File: src/rtl/i2c_mem_write_target_pkg.sv
package i2c_mem_write_target_pkg;
  localparam int BYTE_W = 8;

  typedef enum logic [1:0] {PH_IDLE, PH_CTRL, PH_ADDR, PH_DATA} phase_t;

  typedef struct packed {
    logic startDet;
    logic stopDet;
    logic byteEnd;
  } busEvent_t;

  typedef struct packed {
    logic ackSet;
    logic ptrLoad;
    logic ptrInc;
    logic goPulse;
  } ctrlStrobe_t;
endpackage

File: src/rtl/i2c_mem_write_target_sync.sv
module i2c_mem_write_target_sync #(
  parameter int STAGES = 2
) (
  input  logic clk,
  input  logic rstN,
  input  logic din,
  output logic dout
);
  logic [STAGES-1:0] chain;

  always_ff @(posedge clk or negedge rstN) begin
    if (!rstN) chain <= '1;
    else       chain <= {chain[STAGES-2:0], din};
  end

  assign dout = chain[STAGES-1];
endmodule

File: src/rtl/i2c_mem_write_target_datapath.sv
module i2c_mem_write_target_datapath
  import i2c_mem_write_target_pkg::*;
#(
  parameter int ADDR_W      = 8,
  parameter int PAGE_BITS   = 4,
  parameter int SYNC_STAGES = 2
) (
  input  logic                 clk,
  input  logic                 rstN,
  input  logic                 sclIn,
  input  logic                 sdaIn,
  input  ctrlStrobe_t          strobe,
  output busEvent_t            ev,
  output logic [BYTE_W-1:0]    rxByte,
  output logic                 sclSync,
  output logic                 sdaOe,
  output logic [ADDR_W-1:0]    ptr,
  output logic                 dataValid,
  output logic [BYTE_W-1:0]    dataByte,
  output logic [ADDR_W-1:0]    dataAddr,
  output logic                 writeGo
);
  localparam int LINES   = 2;
  localparam int CNT_W   = 4;
  localparam logic [CNT_W-1:0] LAST_BIT = CNT_W'(BYTE_W);
  localparam logic [CNT_W-1:0] ACK_BIT  = CNT_W'(BYTE_W + 1);

  logic [LINES-1:0] rawLines;
  logic [LINES-1:0] syncLines;
  logic [LINES-1:0] prevLines;

  assign rawLines = {sclIn, sdaIn};

  for (genvar g = 0; g < LINES; g++) begin : gen_sync
    i2c_mem_write_target_sync #(.STAGES(SYNC_STAGES)) u_sync (
      .clk (clk),
      .rstN(rstN),
      .din (rawLines[g]),
      .dout(syncLines[g])
    );
  end

  always_ff @(posedge clk or negedge rstN) begin
    if (!rstN) prevLines <= '1;
    else       prevLines <= syncLines;
  end

  logic sclNow, sdaNow, sclOld, sdaOld;
  assign sclNow = syncLines[1];
  assign sdaNow = syncLines[0];
  assign sclOld = prevLines[1];
  assign sdaOld = prevLines[0];
  assign sclSync = sclNow;

  logic sclRise, sclFall;
  assign sclRise = sclNow & ~sclOld;
  assign sclFall = ~sclNow & sclOld;

  logic startDet, stopDet;
  assign startDet = sclNow & sclOld & sdaOld & ~sdaNow;
  assign stopDet  = sclNow & sclOld & ~sdaOld & sdaNow;

  logic [CNT_W-1:0]  bitCnt;
  logic [BYTE_W-1:0] shiftReg;
  logic              ackEnd;

  always_ff @(posedge clk or negedge rstN) begin
    if (!rstN) begin
      bitCnt   <= '0;
      shiftReg <= '0;
    end else if (startDet || stopDet) begin
      bitCnt <= '0;
    end else if (sclRise && bitCnt != ACK_BIT) begin
      if (bitCnt < LAST_BIT) shiftReg <= {shiftReg[BYTE_W-2:0], sdaNow};
      bitCnt <= bitCnt + 1'b1;
    end else if (ackEnd) begin
      bitCnt <= '0;
    end
  end

  assign ackEnd      = sclFall && bitCnt == ACK_BIT;
  assign ev.startDet = startDet;
  assign ev.stopDet  = stopDet;
  assign ev.byteEnd  = sclFall && bitCnt == LAST_BIT;
  assign rxByte      = shiftReg;

  always_ff @(posedge clk or negedge rstN) begin
    if (!rstN)                           sdaOe <= 1'b0;
    else if (startDet || stopDet || ackEnd) sdaOe <= 1'b0;
    else if (strobe.ackSet)              sdaOe <= 1'b1;
  end

  always_ff @(posedge clk or negedge rstN) begin
    if (!rstN) begin
      ptr       <= '0;
      dataValid <= 1'b0;
      dataByte  <= '0;
      dataAddr  <= '0;
      writeGo   <= 1'b0;
    end else begin
      dataValid <= strobe.ptrInc;
      writeGo   <= strobe.goPulse;
      if (strobe.ptrLoad) begin
        ptr <= ADDR_W'(shiftReg);
      end else if (strobe.ptrInc) begin
        ptr[PAGE_BITS-1:0] <= ptr[PAGE_BITS-1:0] + 1'b1;
        dataByte <= shiftReg;
        dataAddr <= ptr;
      end
    end
  end
endmodule

File: src/rtl/i2c_mem_write_target_control.sv
module i2c_mem_write_target_control
  import i2c_mem_write_target_pkg::*;
#(
  parameter logic [3:0] DEV_CODE = 4'b1010
) (
  input  logic              clk,
  input  logic              rstN,
  input  busEvent_t         ev,
  input  logic [BYTE_W-1:0] rxByte,
  input  logic [2:0]        chipSel,
  input  logic              memBusy,
  output ctrlStrobe_t       strobe,
  output phase_t            phase
);
  logic gotData;
  logic ctrlMatch;

  assign ctrlMatch = rxByte[7:4] == DEV_CODE && rxByte[3:1] == chipSel
                     && !rxByte[0] && !memBusy;

  always_comb begin
    strobe = '0;
    if (ev.stopDet) begin
      strobe.goPulse = phase == PH_DATA && gotData;
    end else if (ev.byteEnd) begin
      unique case (phase)
        PH_CTRL: strobe.ackSet = ctrlMatch;
        PH_ADDR: begin
          strobe.ackSet  = 1'b1;
          strobe.ptrLoad = 1'b1;
        end
        PH_DATA: begin
          strobe.ackSet = 1'b1;
          strobe.ptrInc = 1'b1;
        end
        default: ;
      endcase
    end
  end

  always_ff @(posedge clk or negedge rstN) begin
    if (!rstN) begin
      phase   <= PH_IDLE;
      gotData <= 1'b0;
    end else if (ev.startDet) begin
      phase   <= PH_CTRL;
      gotData <= 1'b0;
    end else if (ev.stopDet) begin
      phase   <= PH_IDLE;
      gotData <= 1'b0;
    end else if (ev.byteEnd) begin
      unique case (phase)
        PH_CTRL: phase <= ctrlMatch ? PH_ADDR : PH_IDLE;
        PH_ADDR: phase <= PH_DATA;
        PH_DATA: gotData <= 1'b1;
        default: ;
      endcase
    end
  end
endmodule

File: src/rtl/i2c_mem_write_target.sv
module i2c_mem_write_target
  import i2c_mem_write_target_pkg::*;
#(
  parameter logic [3:0] DEV_CODE    = 4'b1010,
  parameter int         ADDR_W      = 8,
  parameter int         PAGE_BITS   = 4,
  parameter int         SYNC_STAGES = 2
) (
  input  logic              clk,
  input  logic              rstN,
  input  logic              sclIn,
  input  logic              sdaIn,
  output logic              sdaOe,
  input  logic [2:0]        chipSel,
  input  logic              memBusy,
  output logic              dataValid,
  output logic [BYTE_W-1:0] dataByte,
  output logic [ADDR_W-1:0] dataAddr,
  output logic              writeGo
);
  busEvent_t         ev;
  ctrlStrobe_t       strobe;
  phase_t            phase;
  logic [BYTE_W-1:0] rxByte;
  logic [ADDR_W-1:0] ptr;
  logic              sclSync;

  i2c_mem_write_target_datapath #(
    .ADDR_W(ADDR_W), .PAGE_BITS(PAGE_BITS), .SYNC_STAGES(SYNC_STAGES)
  ) u_dp (
    .clk(clk), .rstN(rstN), .sclIn(sclIn), .sdaIn(sdaIn), .strobe(strobe),
    .ev(ev), .rxByte(rxByte), .sclSync(sclSync), .sdaOe(sdaOe), .ptr(ptr),
    .dataValid(dataValid), .dataByte(dataByte), .dataAddr(dataAddr),
    .writeGo(writeGo)
  );

  i2c_mem_write_target_control #(.DEV_CODE(DEV_CODE)) u_ctl (
    .clk(clk), .rstN(rstN), .ev(ev), .rxByte(rxByte), .chipSel(chipSel),
    .memBusy(memBusy), .strobe(strobe), .phase(phase)
  );
endmodule

File: config.mk
export PLATFORM = sky130hd
export DESIGN_NAME = i2c_mem_write_target
export DESIGN_NICKNAME = d
export VERILOG_FILES = /design/src/rtl/i2c_mem_write_target_pkg.sv /design/src/rtl/i2c_mem_write_target_sync.sv /design/src/rtl/i2c_mem_write_target_datapath.sv /design/src/rtl/i2c_mem_write_target_control.sv /design/src/rtl/i2c_mem_write_target.sv
export SDC_FILE = /design/constraint.sdc
export NUM_CORES = 1
export LEC_CHECK = 0
export CELL_PAD_IN_SITES_DETAIL_PLACEMENT = 0
export CELL_PAD_IN_SITES_GLOBAL_PLACEMENT = 2
export CORE_ASPECT_RATIO = 1.1
export CORE_MARGIN = 2
export CORE_UTILIZATION = 38
export CTS_CLUSTER_SIZE = 28
export DETAILED_ROUTE_END_ITERATION = 8
export PLACE_DENSITY = 0.75
export SETUP_SLACK_MARGIN = 0.15
export SLEW_MARGIN = 20
export SYNTH_ARGS = -nofsm -noshare
export SYNTH_HDL_FRONTEND = slang
export SYNTH_SLANG_ARGS = --single-unit
File: constraint.sdc
create_clock -name clk -period 2.1 [get_ports clk]
set_input_delay 0.42 -clock clk [delete_from_list [all_inputs] [get_ports clk]]
set_output_delay 0.42 -clock clk [all_outputs]
set_load 0.05 [all_outputs]
==> run_results.csv <==
group,metric,value,unit
setup_path,critical_path.max_fanout,2,
clocking,clk_path_buf_depth,2,
sta,rsz0062_at_grt,"no",
cells_and_area,layout_commonest_cell,"dfrtp_1",
detailed_routing,drc,0,
detailed_routing,dr.pass1.iters,4,
cells_and_area,mostFrequentLayoutCells,"dfrtp_1, clkdlybuf4s50_1, mux2_2",
outcome,run_status,"finished clean",
placement,routabilityCongestion,0.798,
synthesis,synth-main-ff-cell,"dfrtp_1",
placement,numPortBuffers,26,
clocking,numCtsBuffers,5,
synthesis,netlist_instances,177,
sta,max_freq,527,MHz
synthesis,async_flop_share,100,%
clocking,ctsHoldBuffers,0,
synthesis,synthDistinctLibCells,43,
synthesis,syn_nets,193,
sta,clock_skew,13.0,ps
worst_hold_path,hold_class,"primary input to async pin",
cells_and_area,areaGrowthSynthToFinish,21.6,%
power_and_ir_drop,peakVddDrop,0.407,mV
setup_path,critical_path_buf_inv_count,1,
sta,setup-tns-final,0,ps
placement,place_inst,279,
sta,period_share,90.3,%
clocking,clock_latency,300,ps
die,die_h,84.6,um
die,coreArea,5730,um^2
setup_path,slowest_delay,800,ps
detailed_routing,vias_per_cell,5.09,
power_and_ir_drop,p_per_area,763,nW/um^2
grt,globalRouteMet1Util,19.2,%
setup_path,end_kind,"output port",
setup_path,crit_family,"buffers and inverters",
die,fp.dieW,77.3,um
synthesis,synth_warnings,0,
clocking,clk_pin_slew,90,ps
die,dieArea,6540,um^2
setup_path,cp_cell_sequence,"clkdlybuf4s50_1",
sta,slew_viol_final,0,
detailed_routing,wl_per_cell,15.3,um
grt,busiest_layer,"met2",
sta,finalSetupViolCount,0,
power_and_ir_drop,leakage,1.35,nW
cells_and_area,fin_cells,288,
die,initial_core_util,39.2,%
cells_and_area,nets,226,
setup_path,critPathLaunchType,"register",
synthesis,synth.cell_area,2240,um^2
grt,grt_max_degree,27,
synthesis,synth_edf_count,0,
detailed_routing,routed_wl,4410,um
clocking,cts.sink_count,48,
synthesis,synth_area_leaders,"dfrtp_1, mux2_2, dfstp_2, mux2_4, ha_1",
synthesis,netlist.area_leader.share,46.8,%
detailed_routing,drt-initial-drc-count,91,
cells_and_area,antenna_cells,0,
sta,worst_pin_slew,511,ps
placement,dpl.hpwl,3280,um
detailed_routing,via_count,1467,
synthesis,ys_seq_elements,48,
synthesis,avgSynthCellArea,12.7,um^2
synthesis,ys_seq_area_share,53.8,%
grt,grt_pass1_wl,7730,um
detailed_routing,antenna_left,0,
grt,grt_antenna_before_repair,0,
sta,min_period,1900,ps
grt,met2_usage,25.1,%
clocking,cts_root_buf,"clkbuf_8",
setup_path,slowest_stage,"clkdlybuf4s50_1",
setup_path,cp.arrival,1480,ps
clocking,cts_tree,"done",
setup_path,r2r_setup_slack,250,ps
setup_path,cp.required,1680,ps
die,row_count,29,
sta,relSlewSlack,65.8,%
synthesis,synth_area_leader_cell,"dfrtp_1",
grt,use_met3,3.55,%
clocking,htree_levels,2,
grt,grt_overflow,0,
die,pin_count,27,
grt,grt_pass1_vias,1553,
grt,grt_usage,15.1,%
cells_and_area,drive_gt1_share,25.6,%
run,cap_violations,0,
sta,final_hold_viol_count,0,
setup_path,worstSetupPathType,"register to output port",
## cells in the mapped netlist, types with 2 or more instances
cell type  count
a21oi_1        5
a22o_1         3
a31oi_1        2
and2_1         3
and2b_1        2
and3_1         4
buf_6          2
clkbuf_1       5
dfrtp_1       42
dfstp_2        6
ha_1           8
inv_1          7
mux2_2        18
mux2_4        10
nand2_1       10
nand3_1        2
nor2_1         7
nor3_1         3
nor3b_1        2
o21ai_0        9
o2bb2ai_1      3
xor2_1         3
## worst paths after layout
check	start	to	depth (start not counted)
max reg2reg	u_dp.prevLines[1]	u_dp.dataByte[1]	5
min reg2reg	u_dp.gen_sync[1].u_sync.chain[0]	u_dp.gen_sync[1].u_sync.chain[1]	0
max	u_dp.dataByte[7]	dataByte[7]	1
min in group clk	u_dp.gen_sync[1].u_sync.chain[0]	u_dp.gen_sync[1].u_sync.chain[1]	0
min	rstN	u_dp.dataAddr[4]	1
max in group asynchronous	rstN	u_dp.prevLines[0]	2
## cell type report
class	instances	area, um^2
Fill cell	552	3000
Sequential cell	48	1210
Multi-Input combinational cell	115	973
Timing Repair Buffer	33	340
Tap cell	77	96.3
Clock buffer	6	72.6
Inverter	7	26.3
Clock inverter	2	12.5
## per-stage QoR
step	setup slack, ps	power, mW	hold WS [ps]	area (um^2)	util, %
finish	204	2.08	73.8	2730	47.6
global route	152	2.21	106	2730	47.6
floorplan	353	1.42	124	2240	-
CTS	170	2.11	84.6	2720	47.4
detailed placement	159	1.58	347	2610	45.6
global placement	245	1.56	346	2610	45.6
## cell families (layout without fill, tap and decap cells)
family	after synthesis	count (layout)	share of synthesized area, %
compound gates	32	32	9.81
flops	48	48	53.8
mux	29	29	16.2
xor+xnor	4	4	1.56
fa+ha+maj	8	8	4.46
simple gates	42	42	11.1
buf+inv	14	48	3.01
## layer usage
layer | vias to the layer above | wire length, um
li1 | 698 | -
met1 | 734 | 1990
met2 | 28 | 2220
met3 | 7 | 113
met4 | 0 | 93
met5 | - | 0
## power by group
group          switching [mW]  total [mW]  internal [mW]
sequential              0.139        1.17           1.04
clock                   0.294       0.526          0.233
combinational           0.172       0.383          0.211
total                   0.605        2.08           1.48
## registers in the layout (all words and copies together), names as in the netlist
signal,count
u_dp.dataAddr,8
u_dp.dataByte,8
u_dp.ptr,8
u_dp.rxByte,8
u_dp.bitCnt,4
u_dp.gen_sync.u_sync.chain,4
u_ctl.phase,2
u_dp.prevLines,2
u_ctl.gotData,1
u_dp.dataValid,1
u_dp.sdaOe,1
u_dp.writeGo,1
## repair_timing
item,4_1_cts,5_1_grt
endpoints found under the hold margin,0,0
setup buffers,1,0
gates resized for setup,0,4
gates cloned,0,0
setup endpoints to repair,1,5
Power figures use the tool's default switching activity.
